**config.mk**
```make
export PLATFORM = sky130hd
export DESIGN_NAME = rename_group
export DESIGN_NICKNAME = d
export VERILOG_FILES = /design/src/rtl/rename_pkg.sv /design/src/rtl/rename_alias_table.sv /design/src/rtl/rename_alloc.sv /design/src/rtl/rename_bypass.sv /design/src/rtl/rename_group.sv
export SDC_FILE = /design/constraint.sdc
export NUM_CORES = 1
export LEC_CHECK = 0
export BUFFER_PORTS_ARGS = -buffer_cell sky130_fd_sc_hd__buf_2
export CAP_MARGIN = 5
export CORE_MARGIN = 2
export CORE_UTILIZATION = 45
export CTS_BUF_LIST = sky130_fd_sc_hd__clkbuf_4
export DETAILED_ROUTE_END_ITERATION = 16
export PLACE_DENSITY = 0.75
export SLEW_MARGIN = 20
export SYNTH_ARGS = -nofsm -noshare
export SYNTH_HDL_FRONTEND = slang
export SYNTH_SLANG_ARGS = --single-unit
export TNS_END_PERCENT = 30
```
**constraint.sdc**
```tcl
create_clock -name clk -period 5.9 [get_ports clk]
set_input_delay 0.59 -clock clk [delete_from_list [all_inputs] [get_ports clk]]
set_output_delay 0.59 -clock clk [all_outputs]
set_load 0.01 [all_outputs]
```
**src/rtl/rename_pkg.sv**
```systemverilog
package rename_pkg;

  localparam int unsigned RN_SLOTS = 4;
  localparam int unsigned RN_AREGS = 8;
  localparam int unsigned RN_PTAGS = 32;

  // Number of set bits in mask strictly below position pos.
  function automatic int unsigned ones_below(input logic [31:0] mask, input int unsigned pos);
    int unsigned n;
    n = 0;
    for (int unsigned k = 0; k < 32; k++) begin
      if (k < pos && mask[k]) n = n + 1;
    end
    return n;
  endfunction

  // Total number of set bits in mask.
  function automatic int unsigned ones_total(input logic [31:0] mask);
    return ones_below(mask, 32);
  endfunction

endpackage

```
**src/rtl/rename_alias_table.sv**
```systemverilog
module rename_alias_table #(
  parameter int unsigned SLOTS = 4,
  parameter int unsigned AREGS = 8,
  parameter int unsigned AW    = 3,
  parameter int unsigned TW    = 5
) (
  input  logic                  clk,
  input  logic                  rst_n,
  input  logic [SLOTS*AW-1:0]   rd_a_idx,
  input  logic [SLOTS*AW-1:0]   rd_b_idx,
  input  logic [SLOTS*AW-1:0]   rd_d_idx,
  output logic [SLOTS*TW-1:0]   rd_a_tag,
  output logic [SLOTS*TW-1:0]   rd_b_tag,
  output logic [SLOTS*TW-1:0]   rd_d_tag,
  input  logic [SLOTS-1:0]      wr_en,
  input  logic [SLOTS*AW-1:0]   wr_idx,
  input  logic [SLOTS*TW-1:0]   wr_tag
);

  logic [TW-1:0]       map_q [AREGS];
  logic [AREGS*TW-1:0] map_flat;
  logic [SLOTS-1:0]    hits  [AREGS];

  // 3*SLOTS read ports: two sources plus destination prior mapping per slot.
  always_comb begin
    for (int unsigned i = 0; i < SLOTS; i++) begin
      rd_a_tag[i*TW +: TW] = map_q[rd_a_idx[i*AW +: AW]];
      rd_b_tag[i*TW +: TW] = map_q[rd_b_idx[i*AW +: AW]];
      rd_d_tag[i*TW +: TW] = map_q[rd_d_idx[i*AW +: AW]];
    end
  end

  always_comb begin
    for (int unsigned r = 0; r < AREGS; r++) begin
      map_flat[r*TW +: TW] = map_q[r];
      for (int unsigned i = 0; i < SLOTS; i++) begin
        hits[r][i] = wr_en[i] && (wr_idx[i*AW +: AW] == AW'(r));
      end
    end
  end

  // SLOTS write ports; the caller guarantees distinct targets.
  always_ff @(posedge clk) begin
    if (!rst_n) begin
      for (int unsigned r = 0; r < AREGS; r++) map_q[r] <= TW'(r);
    end else begin
      for (int unsigned i = 0; i < SLOTS; i++) begin
        if (wr_en[i]) map_q[wr_idx[i*AW +: AW]] <= wr_tag[i*TW +: TW];
      end
    end
  end

  generate
    for (genvar r = 0; r < AREGS; r++) begin : g_chk_reg
      AST_ONE_WRITER_PER_REG: assert property (@(posedge clk) disable iff (!rst_n)
        $onehot0(hits[r]));
    end
    for (genvar i = 0; i < SLOTS; i++) begin : g_chk_slot
      AST_WRITE_LANDS: assert property (@(posedge clk) disable iff (!rst_n)
        wr_en[i] |=> map_q[$past(wr_idx[i*AW +: AW])] == $past(wr_tag[i*TW +: TW]));
    end
  endgenerate

  AST_HOLD_WITHOUT_WRITE: assert property (@(posedge clk) disable iff (!rst_n)
    !(|wr_en) |=> $stable(map_flat));

endmodule

```
**src/rtl/rename_alloc.sv**
```systemverilog
module rename_alloc
  import rename_pkg::*;
#(
  parameter int unsigned SLOTS = 4,
  parameter int unsigned TW    = 5,
  parameter int unsigned CW    = 3
) (
  input  logic [SLOTS-1:0]    wr_mask,
  input  logic [SLOTS*TW-1:0] fl_tags,
  input  logic [CW-1:0]       avail,
  output logic [SLOTS*TW-1:0] new_tags,
  output logic [CW-1:0]       need,
  output logic                short_tags
);

  always_comb begin
    for (int unsigned i = 0; i < SLOTS; i++) begin
      int unsigned pick;
      pick = ones_below(32'(wr_mask), i);
      new_tags[i*TW +: TW] = fl_tags[pick*TW +: TW];
    end
    need       = CW'(ones_total(32'(wr_mask)));
    short_tags = need > avail;
  end

endmodule

```
**src/rtl/rename_bypass.sv**
```systemverilog
module rename_bypass #(
  parameter int unsigned SLOTS = 4,
  parameter int unsigned AW    = 3,
  parameter int unsigned TW    = 5
) (
  input  logic [SLOTS-1:0]    wr_mask,
  input  logic [SLOTS*AW-1:0] src_a,
  input  logic [SLOTS*AW-1:0] src_b,
  input  logic [SLOTS*AW-1:0] dst,
  input  logic [SLOTS*TW-1:0] tbl_a,
  input  logic [SLOTS*TW-1:0] tbl_b,
  input  logic [SLOTS*TW-1:0] tbl_d,
  input  logic [SLOTS*TW-1:0] new_tags,
  output logic [SLOTS*TW-1:0] fix_a,
  output logic [SLOTS*TW-1:0] fix_b,
  output logic [SLOTS*TW-1:0] fix_prev,
  output logic [SLOTS-1:0]    last_writer
);

  generate
    for (genvar i = 0; i < SLOTS; i++) begin : g_slot
      logic [TW-1:0] a_t, b_t, p_t;
      logic          last_t;

      // Compare against older slots only; ascending scan leaves the youngest match.
      always_comb begin
        a_t = tbl_a[i*TW +: TW];
        b_t = tbl_b[i*TW +: TW];
        p_t = tbl_d[i*TW +: TW];
        for (int j = 0; j < i; j++) begin
          if (wr_mask[j]) begin
            if (dst[j*AW +: AW] == src_a[i*AW +: AW]) a_t = new_tags[j*TW +: TW];
            if (dst[j*AW +: AW] == src_b[i*AW +: AW]) b_t = new_tags[j*TW +: TW];
            if (dst[j*AW +: AW] == dst[i*AW +: AW])   p_t = new_tags[j*TW +: TW];
          end
        end
      end

      // A writer commits only when no younger slot overwrites the same register.
      always_comb begin
        last_t = wr_mask[i];
        for (int j = i + 1; j < SLOTS; j++) begin
          if (wr_mask[j] && dst[j*AW +: AW] == dst[i*AW +: AW]) last_t = 1'b0;
        end
      end

      assign fix_a[i*TW +: TW]    = a_t;
      assign fix_b[i*TW +: TW]    = b_t;
      assign fix_prev[i*TW +: TW] = p_t;
      assign last_writer[i]       = last_t;
    end
  endgenerate

endmodule

```
**src/rtl/rename_group.sv**
```systemverilog
module rename_group
  import rename_pkg::*;
#(
  parameter  int unsigned SLOTS = RN_SLOTS,
  parameter  int unsigned AREGS = RN_AREGS,
  parameter  int unsigned PTAGS = RN_PTAGS,
  localparam int unsigned AW    = $clog2(AREGS),
  localparam int unsigned TW    = $clog2(PTAGS),
  localparam int unsigned CW    = $clog2(SLOTS + 1)
) (
  input  logic                clk,
  input  logic                rst_n,
  input  logic [SLOTS-1:0]    in_valid,
  input  logic [SLOTS-1:0]    in_has_dst,
  input  logic [SLOTS*AW-1:0] in_src_a,
  input  logic [SLOTS*AW-1:0] in_src_b,
  input  logic [SLOTS*AW-1:0] in_dst,
  input  logic [CW-1:0]       fl_avail,
  input  logic [SLOTS*TW-1:0] fl_tags,
  output logic [CW-1:0]       fl_pop,
  output logic                out_fire,
  output logic                out_stall,
  output logic [SLOTS*TW-1:0] out_src_a_tag,
  output logic [SLOTS*TW-1:0] out_src_b_tag,
  output logic [SLOTS*TW-1:0] out_dst_tag,
  output logic [SLOTS*TW-1:0] out_prev_tag
);

  logic [SLOTS-1:0]    wr_mask;
  logic [SLOTS-1:0]    last_writer;
  logic [SLOTS-1:0]    tbl_wr_en;
  logic [SLOTS*TW-1:0] tbl_a, tbl_b, tbl_d;
  logic [SLOTS*TW-1:0] new_tags;
  logic [CW-1:0]       need;
  logic                short_tags;
  logic                group_live;

  assign wr_mask    = in_valid & in_has_dst;
  assign group_live = |in_valid;

  rename_alias_table #(.SLOTS(SLOTS), .AREGS(AREGS), .AW(AW), .TW(TW)) u_rat (
    .clk      (clk),
    .rst_n    (rst_n),
    .rd_a_idx (in_src_a),
    .rd_b_idx (in_src_b),
    .rd_d_idx (in_dst),
    .rd_a_tag (tbl_a),
    .rd_b_tag (tbl_b),
    .rd_d_tag (tbl_d),
    .wr_en    (tbl_wr_en),
    .wr_idx   (in_dst),
    .wr_tag   (new_tags)
  );

  rename_alloc #(.SLOTS(SLOTS), .TW(TW), .CW(CW)) u_alloc (
    .wr_mask    (wr_mask),
    .fl_tags    (fl_tags),
    .avail      (fl_avail),
    .new_tags   (new_tags),
    .need       (need),
    .short_tags (short_tags)
  );

  rename_bypass #(.SLOTS(SLOTS), .AW(AW), .TW(TW)) u_byp (
    .wr_mask     (wr_mask),
    .src_a       (in_src_a),
    .src_b       (in_src_b),
    .dst         (in_dst),
    .tbl_a       (tbl_a),
    .tbl_b       (tbl_b),
    .tbl_d       (tbl_d),
    .new_tags    (new_tags),
    .fix_a       (out_src_a_tag),
    .fix_b       (out_src_b_tag),
    .fix_prev    (out_prev_tag),
    .last_writer (last_writer)
  );

  assign out_stall   = group_live && short_tags;
  assign out_fire    = group_live && !short_tags;
  assign fl_pop      = out_fire ? need : '0;
  assign tbl_wr_en   = last_writer & {SLOTS{out_fire}};
  assign out_dst_tag = new_tags;

  AST_STALL_NO_POP: assert property (@(posedge clk) disable iff (!rst_n)
    out_stall |-> (fl_pop == '0 && !out_fire));

  AST_POP_WITHIN_AVAIL: assert property (@(posedge clk) disable iff (!rst_n)
    fl_pop <= fl_avail);

  AST_POP_MATCHES_DEST: assert property (@(posedge clk) disable iff (!rst_n)
    out_fire |-> (int'(fl_pop) == $countones(in_valid & in_has_dst)));

  AST_EMPTY_NO_FIRE: assert property (@(posedge clk) disable iff (!rst_n)
    !(|in_valid) |-> (!out_fire && fl_pop == '0));

  AST_NO_WRITE_UNLESS_FIRE: assert property (@(posedge clk) disable iff (!rst_n)
    (|tbl_wr_en) |-> out_fire);

endmodule

```
# After elaboration in Yosys (flattened, before gate mapping)
# Memory sizes are Yosys's and may differ from the RTL's.
# Cells that the tools add are included.
# W data, S select, Z words.
[totals] out_inout_bits=85 input_bits=69 ramBits=40 reg_bits=0 mem_count=1
[op_classes] shift=3 mux=72 reduce_logical=14 n_bitwise=2 eq_ne=24 n_addsub=3 magnitude_cmp=1 mul=3
[mem_list] name="u_rat.map_q" words=8 word_bits=5 rd=12 rd_clocked_by_memory_dff=0 wr=8 line_no="rename_alias_table.sv:20" source="logic [TW-1:0] map_q [AREGS];"
[ops] operator="$mux W5" count=40
[ops] operator="$shiftx A20 B33 Y5" count=3
[ops] operator="$eq A3 B3 Y1" count=24
[ops] operator="$add A32 B1 Y32 const B" count=2
[ops] operator="$mul A32 B3 Y32 const B" count=2
[ops] operator="$mux W32" count=2
[ops] operator="$mux W1" count=24
[ops] operator="$reduce_or A5 Y1" count=4
[ops] operator="$mux W3" count=6
[ops] operator="$and A4 B4 Y4" count=2
[ops] operator="$logic_and A1 B1 Y1" count=8
[ops] operator="$mul A1 B3 Y4 const B" count=1
[ops] operator="$reduce_or A4 Y1" count=1
[ops] operator="$add A3 B1 Y3 const B" count=1
[ops] operator="$gt A3 B3 Y1" count=1
[ops] operator="$logic_not A1 Y1" count=1

# Longest topological paths before layout
# Gate-level depths: netlist (run 1).
[logic_depth] word_depth=17 ltp_mapped=20 ltp_nobuf=18

# Cells and area by module
# From an unflattened synthesis (run 1), not the netlist that was laid out.
[unflattened] hier_cells=987 area_unflattened_um2=9756.9
[modules_own_cells] mod="rename_alias_table" cells_each=614 area_each_um2=6841.6 n_inst=1 seq_area_each_um2=1201.2
[modules_own_cells] mod="rename_bypass" cells_each=254 area_each_um2=1856.8 n_inst=1 seq_area_each_um2=0.0
[modules_own_cells] mod="rename_alloc" cells_each=104 area_each_um2=945.9 n_inst=1 seq_area_each_um2=0.0
[modules_own_cells] mod="rename_group" cells_each=15 area_each_um2=112.6 n_inst=1 seq_area_each_um2=0.0

# Worst setup path before layout (run 1)
# OpenSTA, ideal clock, no wires.
[synth_timing] kind="input port to flip-flop" startpoint="in in_has_dst[0]" endpoint="mem u_rat.map_q[4][0] (enable)" path_stages=19 arrival_time_ns=4.815 setup_slack_ns=0.773 n_path_buf=2 path_cell_list="and2_2 > buf_6 > clkinv_1 > clkbuf_1 > ha_1 > and3b_1 > a21oi_2 > inv_2 > ha_1 > nor2_1 > a21oi_1 > ha_1 > a211oi_1 > o21ai_2 > inv_1 > nand3_1 > nor4b_1 > or3_1 > or3_1"
[synth_lines] item="start, declared" line_no="rename_group.sv:14" source="input logic [SLOTS-1:0] in_has_dst,"
[synth_lines] item="end, declared" line_no="rename_alias_table.sv:20"

==> summary.md, run 1 <==
| Metric | Value |
|---|---|
| Die X | `around 150 um` |
| Hold Fails Final Rpt | `0` |
| Commonest cells after routing, fill and taps aside | `153 x buf_2, 114 x mux4_2, 108 x nand2_1` |
| Area Growth Syn to Fin | `7.83%` |
| Core Util, Final | `approximately half` |
| Die height | `150 um` |
| Synth Net Count | `roughly 1200` |
| Clock transition at the registers of the reported paths | `around 0.16 ns` |
| Startpoint Class | `primary input` |
| Top cell family by delay on the critical path | `simple AND/OR/NAND/NOR gates` |
| Initial antenna violation count | `2` |
| H-tree level count | `2` |
| Ys flop type | `edfxtp_1` |
| RD Place Congestion | `1.03` |
| Share of layout cells above drive strength 1 | `between 30% and 40%` |
| Distinct cell type count after synthesis | `between 80 and 90` |
| PnR worst setup slack | `around 0.95 ns` |
| Final period utilization | `83.9%` |
| F_max | `around 0.2 GHz` |
| Max-cap viol count | `0` |
| Post-synthesis sequential area ratio | `between 10% and 20%` |
| Sw Ratio | `between 40% and 50%` |
| Num ports | `154` |
| Via density | `approximately 7.5` |
| Clock sinks | `40` |
| Internal | `roughly 800 uW` |
| # DRC | `0` |
| # rows | `53` |
| Switching Power | `~800 uW` |
| Seq cells post-synth | `40` |
| Largest net degree at the start of global routing | `27` |
| Critical-path maximum fanout | `11` |
| Comb pwr share | `between 60% and 70%` |
| Clock power share | `a little under a tenth` |
| Biggest regs | `u_rat.map_q: 40 flops` |
| Port bufs | `between 150 and 200` |
| Relative slew slack | `28.6%` |
| Post-synth EDFFs | `40` |
| Post-layout min period | `~4.9 ns` |
| Critical path type | `in -> reg` |
| Synth Cell Area | `between 0.009 and 0.01 mm^2` |
| 1st-iter DRT viols | `1359` |
| Vias | `about 11000` |
| Drt total wl | `about 41 mm` |
| Worst Path Required | `5.98 ns` |
| Capturing element type of the critical path | `flip-flop` |
| Hold-fix buffers, CTS | `0` |
| GRT Overall Usage | `approximately 36%` |
| Number of buffers created by CTS | `5` |
| CP dominant cell by count | `ha_1` |
| Setup_tns | `0 ns` |
| CTS tree | `built` |
| Post-CTS sizing | `0` |
| GRT overflow | `0` |
| Final Slew Violations | `0` |
| DRT Pass-1 Iters | `6` |
| First-pass GRT wire length | `between 60 and 70 mm` |
| Post-synth ARST share | `0%` |
| Leakage power total | `0.00385 uW` |
| Postcts setup bufs | `0` |
| Final ANT Viol Nets | `0` |
| Reg with most FFs | `u_rat.map_q` |
| Core Region | `0.0210 mm^2` |
| Place WS | `0.794 ns` |
| Status | `complete, no violations` |
| PwrDens | `about 160 mW/mm^2` |
| Max FFs per register | `40` |
| Number of global-route vias before repair | `between 10000 and 15000` |
| Hold Path Class | `in -> reg` |
| Sequential power share | `28.0%` |
| Initial Util | `a little under half` |
| Die footprint | `between 0.02 and 0.025 mm^2` |
| Worst-Margin Slew | `1.06 ns` |
| Synth Warn # | `0` |
| Cells after Synth | `roughly 1100` |
| Peak VDD IR | `a little under 0.00008 V` |
| CTS root buf | `clkbuf_4` |
| Final setup fails | `0` |
| Dpl hpwl | `28.9 mm` |
| Worst EP arrival | `between 5 and 6 ns` |
| Nets@finish | `between 1000 and 1500` |
| CP max stage cell | `nor4_1` |
| Clock Tree Buf Depth | `2` |
| Crit path cell chain | `buf_2 -> and2_1 -> inv_2 -> ha_1 -> and3b_1 -> a21oi_2 -> inv_2 -> ha_1 -> nor2_1 -> a21oi_1 -> ha_1 -> a211oi_1 -> o211ai_1 -> nor4_1 -> or4_1` |
| Mean post-synth cell area | `between 8 and 9 um^2` |
| Routed len/inst | `around 29 um` |
| Buf+Inv Stages, Crit Path | `3` |
| RSZ-0062 raised after global routing | `no` |
| Worst path max stage delay | `~0.92 ns` |
| Most frequent standard cell in the layout excluding fill and tap cells | `buf_2` |
power groups by stage:
stage	registers, uW	logic [uW]	clock network (uW)
2_1_floorplan	355	727	0
3_3_place_gp	443	977	0
3_5_place_dp	448	990	0
4_1_cts	441	993	149
5_1_grt	451	1080	158
6_report	455	1020	153
cell type report:
type	count	area, um^2
clock buffers	5	37.5
well taps	275	344
repair buffers	176	938
inverters	43	163
multi-input cells	881	7670
fillers	2029	10600
diodes	2	5.00
flip-flops and latches	40	1200
clock inverters	3	18.8
routing by layer:
metal / share of wire [%] / vias up / routed length (um) / GRT usage (%)
met5: 0 / - / 0 / 0
met4: 7.4 / 0 / 3050 / 20.6
met3: 15 / 258 / 6320 / 7.88
met2: 43 / 1122 / 17600 / 55.2
met1: 34 / 4946 / 14000 / 46.6
li1: - / 4385 / - / -
stage by stage:
stage | hold WS [ns] | cell area [um^2] | instances | power (uW)
finish | 0.829 | 10400 | 1425 | 1630
CTS | 0.830 | 10400 | 1423 | 1580
floorplan | 0.969 | 9620 | 1107 | 1080
detailed placement | 1.22 | 10300 | 1415 | 1440
global placement | 1.20 | 10300 | 1415 | 1420
global route | 0.843 | 10400 | 1424 | 1690
synthesized netlist by cell type (all sizes together) (28+ instances only):
cell | count | area [um^2]
buf | 47 | 236
mux4 | 114 | 2570
nor2 | 76 | 288
nand2 | 108 | 405
edfxtp | 40 | 1200
nor4 | 31 | 238
a21oi | 67 | 343
mux2i | 58 | 581
clkbuf | 96 | 360
nand3 | 28 | 140
xor2 | 33 | 289
inv | 39 | 146
o21ai | 70 | 354
path summary, 6_finish.rpt:
path	from	end	slack (ns)	depth (start not counted)
hold / removal	rst_n	u_rat.map_q[3][3]$_DFFE_PP_	0.83	2
setup / recovery	in_valid[1]	u_rat.map_q[2][4]$_DFFE_PP_	0.95	15
logic make-up after synthesis:
group,count (synthesis),synth area share (%)
fa+ha+maj,9,1.14
xor+xnor,59,5.61
simple gates,325,16.8
buf+inv,186,7.89
compound gates,294,20.7
flops,40,12.5
mux,194,35.3
(Power assumes the default switching activity.)
==> inputs of run 2 (changes only) <==
- clock period: 5.9 -> 5.1 ns (I/O delays scaled with it)
==> run 2 against run 1 <==
Effect of this change: first-iteration DRC count up 12%; worst hold slack got worse by 0.059 ns; count of clock-buffer cells in the layout stayed put; sequential power up 16%; worst setup slack worse by 0.38 ns; sequential cell count did not move; clock power is 33% higher; cell area grew 1.2%; critical endpoint is now out_dst_tag[18]; total power is 18% higher; via count down 0.40%; combinational power up 17%.
==> summary.md, run 2 (synthesis gave the netlist of run 1 again) <==
| Metric | Value |
|---|---|
| Sw Ratio | `a little under half` |
| # rows | `53` |
| Die X | `150 um` |
| Sequential power share | `27.4%` |
| Reg with most FFs | `u_rat.map_q` |
| # fillers | `approximately 1900` |
| Critical path type | `in -> out` |
| GRT Overall Usage | `between 30% and 40%` |
| Final setup fails | `0` |
| Relative slew slack | `between 20% and 30%` |
| Worst EP arrival | `~4.0 ns` |
| Clock Tree Buf Depth | `2` |
| Core Region | `about 0.021 mm^2` |
| Fin Hold WS | `roughly 0.77 ns` |
| Setup_tns | `0 ns` |
| Max-cap viol count | `0` |
| Startpoint Class | `primary input` |
| RD Place Congestion | `~1.0` |
| Clock power share | `10.6%` |
| Top routing layer in use | `met4` |
| Post-CTS sizing | `0` |
| Number of global-route vias before repair | `10200` |
| Post-layout min period | `4.53 ns` |
| Nets@finish | `between 1000 and 1500` |
| Initial antenna violation count | `2` |
| Largest net degree at the start of global routing | `27` |
| Postcts setup bufs | `0` |
| WHS Path Cells | `2` |
| Final Slew Violations | `0` |
| Peak VDD IR | `0.000106 V` |
| GRT overflow | `0` |
| RSZ-0062 raised after global routing | `no` |
| Max FFs per register | `40` |
| DRT Pass-1 Iters | `7` |
| Capturing element type of the critical path | `output pin` |
| First-pass GRT wire length | `~60 mm` |
| Number of buffers created by CTS | `5` |
| Final period utilization | `about 90%` |
| Place WS | `0.339 ns` |
| Worst-Margin Slew | `1.13 ns` |
| Hold Fails Final Rpt | `0` |
| H-tree level count | `2` |
| Met3 WL | `about 6.3 mm` |
| Die footprint | `0.0226 mm^2` |
| Critical-path maximum fanout | `15` |
| Via density | `~7.4` |
| Num ports | `154` |
| Status | `complete, no violations` |
| CTS tree | `built` |
| Die height | `between 150 and 200 um` |
| Hold-fix buffers, CTS | `0` |
| # DRC | `0` |
| Share of layout cells above drive strength 1 | `a little under a third` |
| Core Util, Final | `roughly half` |
| Hold Path Class | `in -> reg` |
| PwrDens | `183 mW/mm^2` |
| Biggest regs | `u_rat.map_q: 40 flops` |
| Dpl hpwl | `between 20 and 30 mm` |
| Most frequent standard cell in the layout excluding fill and tap cells | `buf_2` |
| Non-filler instance count after layout | `approximately 1400` |
| Worst Path Required | `roughly 4.6 ns` |
| Port bufs | `between 150 and 200` |
| Internal | `about 1000 uW` |
| Vias | `10700` |
| Initial Util | `around 46%` |
| Comb pwr share | `just over 60%` |
| Clock sinks | `40` |
| Routed len/inst | `between 20 and 30 um` |
| Commonest cells after routing, fill and taps aside | `153 x buf_2, 114 x mux4_2, 108 x nand2_1` |
| Leakage power total | `0.00393 uW` |
| WL met1 | `between 10 and 15 mm` |
| Final ANT Viol Nets | `0` |
| Switching Power | `921 uW` |
| F_max | `around 0.22 GHz` |
| Area Growth Syn to Fin | `9.10%` |
| WL met2 | `~18 mm` |
| Dpl cells | `~1400` |
| CTS root buf | `clkbuf_4` |
| Clock transition at the registers of the reported paths | `0.12 ns` |
| 1st-iter DRT viols | `about 1500` |
| PnR worst setup slack | `roughly 0.57 ns` |
| Drt total wl | `roughly 41 mm` |
==> run 2: cell count changes in the layout (fill, tap and decap cells not counted), sizes merged <==
cell,delta
clkinvlp,-2
buf,+13
bufinv,+1
clkinv,+1
==> run 2: worst paths after layout <==
check                          from                          end
worst max-delay path  in_has_dst[1]              out_dst_tag[18]
worst min-delay path          rst_n  u_rat.map_q[6][2]$_DFFE_PP_
==> run 2: worst max-delay path, stage by stage <==
cell       delay [ns]
buf_2            0.13
and2_1           0.25
xnor3_2          0.61
clkinv_2         0.10
buf_4            0.21
ha_1             0.21
ha_1             0.29
nand2b_1         0.28
a2111oi_0        0.71
a2111oi_2        0.17
o21bai_2         0.33
inv_1            0.07
buf_2            0.15
==> run 2: final cells by class <==
| class | count | area, um^2 | area share, % |
|---|---|---|---|
| Antenna cell | 2 | 5.00 | 0.0477 |
| Clock buffer | 5 | 37.5 | 0.358 |
| Clock inverter | 3 | 37.5 | 0.358 |
| Inverter | 43 | 163 | 1.55 |
| Multi-Input combinational cell | 881 | 7670 | 73.1 |
| Sequential cell | 40 | 1200 | 11.4 |
| Tap cell | 275 | 344 | 3.28 |
| Timing Repair Buffer | 189 | 1040 | 9.87 |
==> run 2: power groups by stage <==
stage	Clock (uW)	Sequential (uW)	Combinational (uW)
final	204	527	1190
after global routing	218	519	1270
after CTS	203	509	1160
after detailed placement	0	517	1160
after global placement	0	511	1140
after floorplan	0	410	841
==> run 2: through the flow <==
stage / area (um^2) / total power [uW]
2_1_floorplan: 9620 / 1250
3_3_place_gp: 10400 / 1660
3_5_place_dp: 10400 / 1680
4_1_cts: 10500 / 1880
5_1_grt: 10500 / 2010
6_report: 10500 / 1920
==> run 2: layer usage <==
| metal | up-vias | GRT usage (%) |
|---|---|---|
| li1 | 4411 | - |
| met3 | 258 | 11.4 |
| met5 | - | 0 |
| met4 | 0 | 22.8 |
| met1 | 4941 | 44.1 |
| met2 | 1058 | 55.6 |
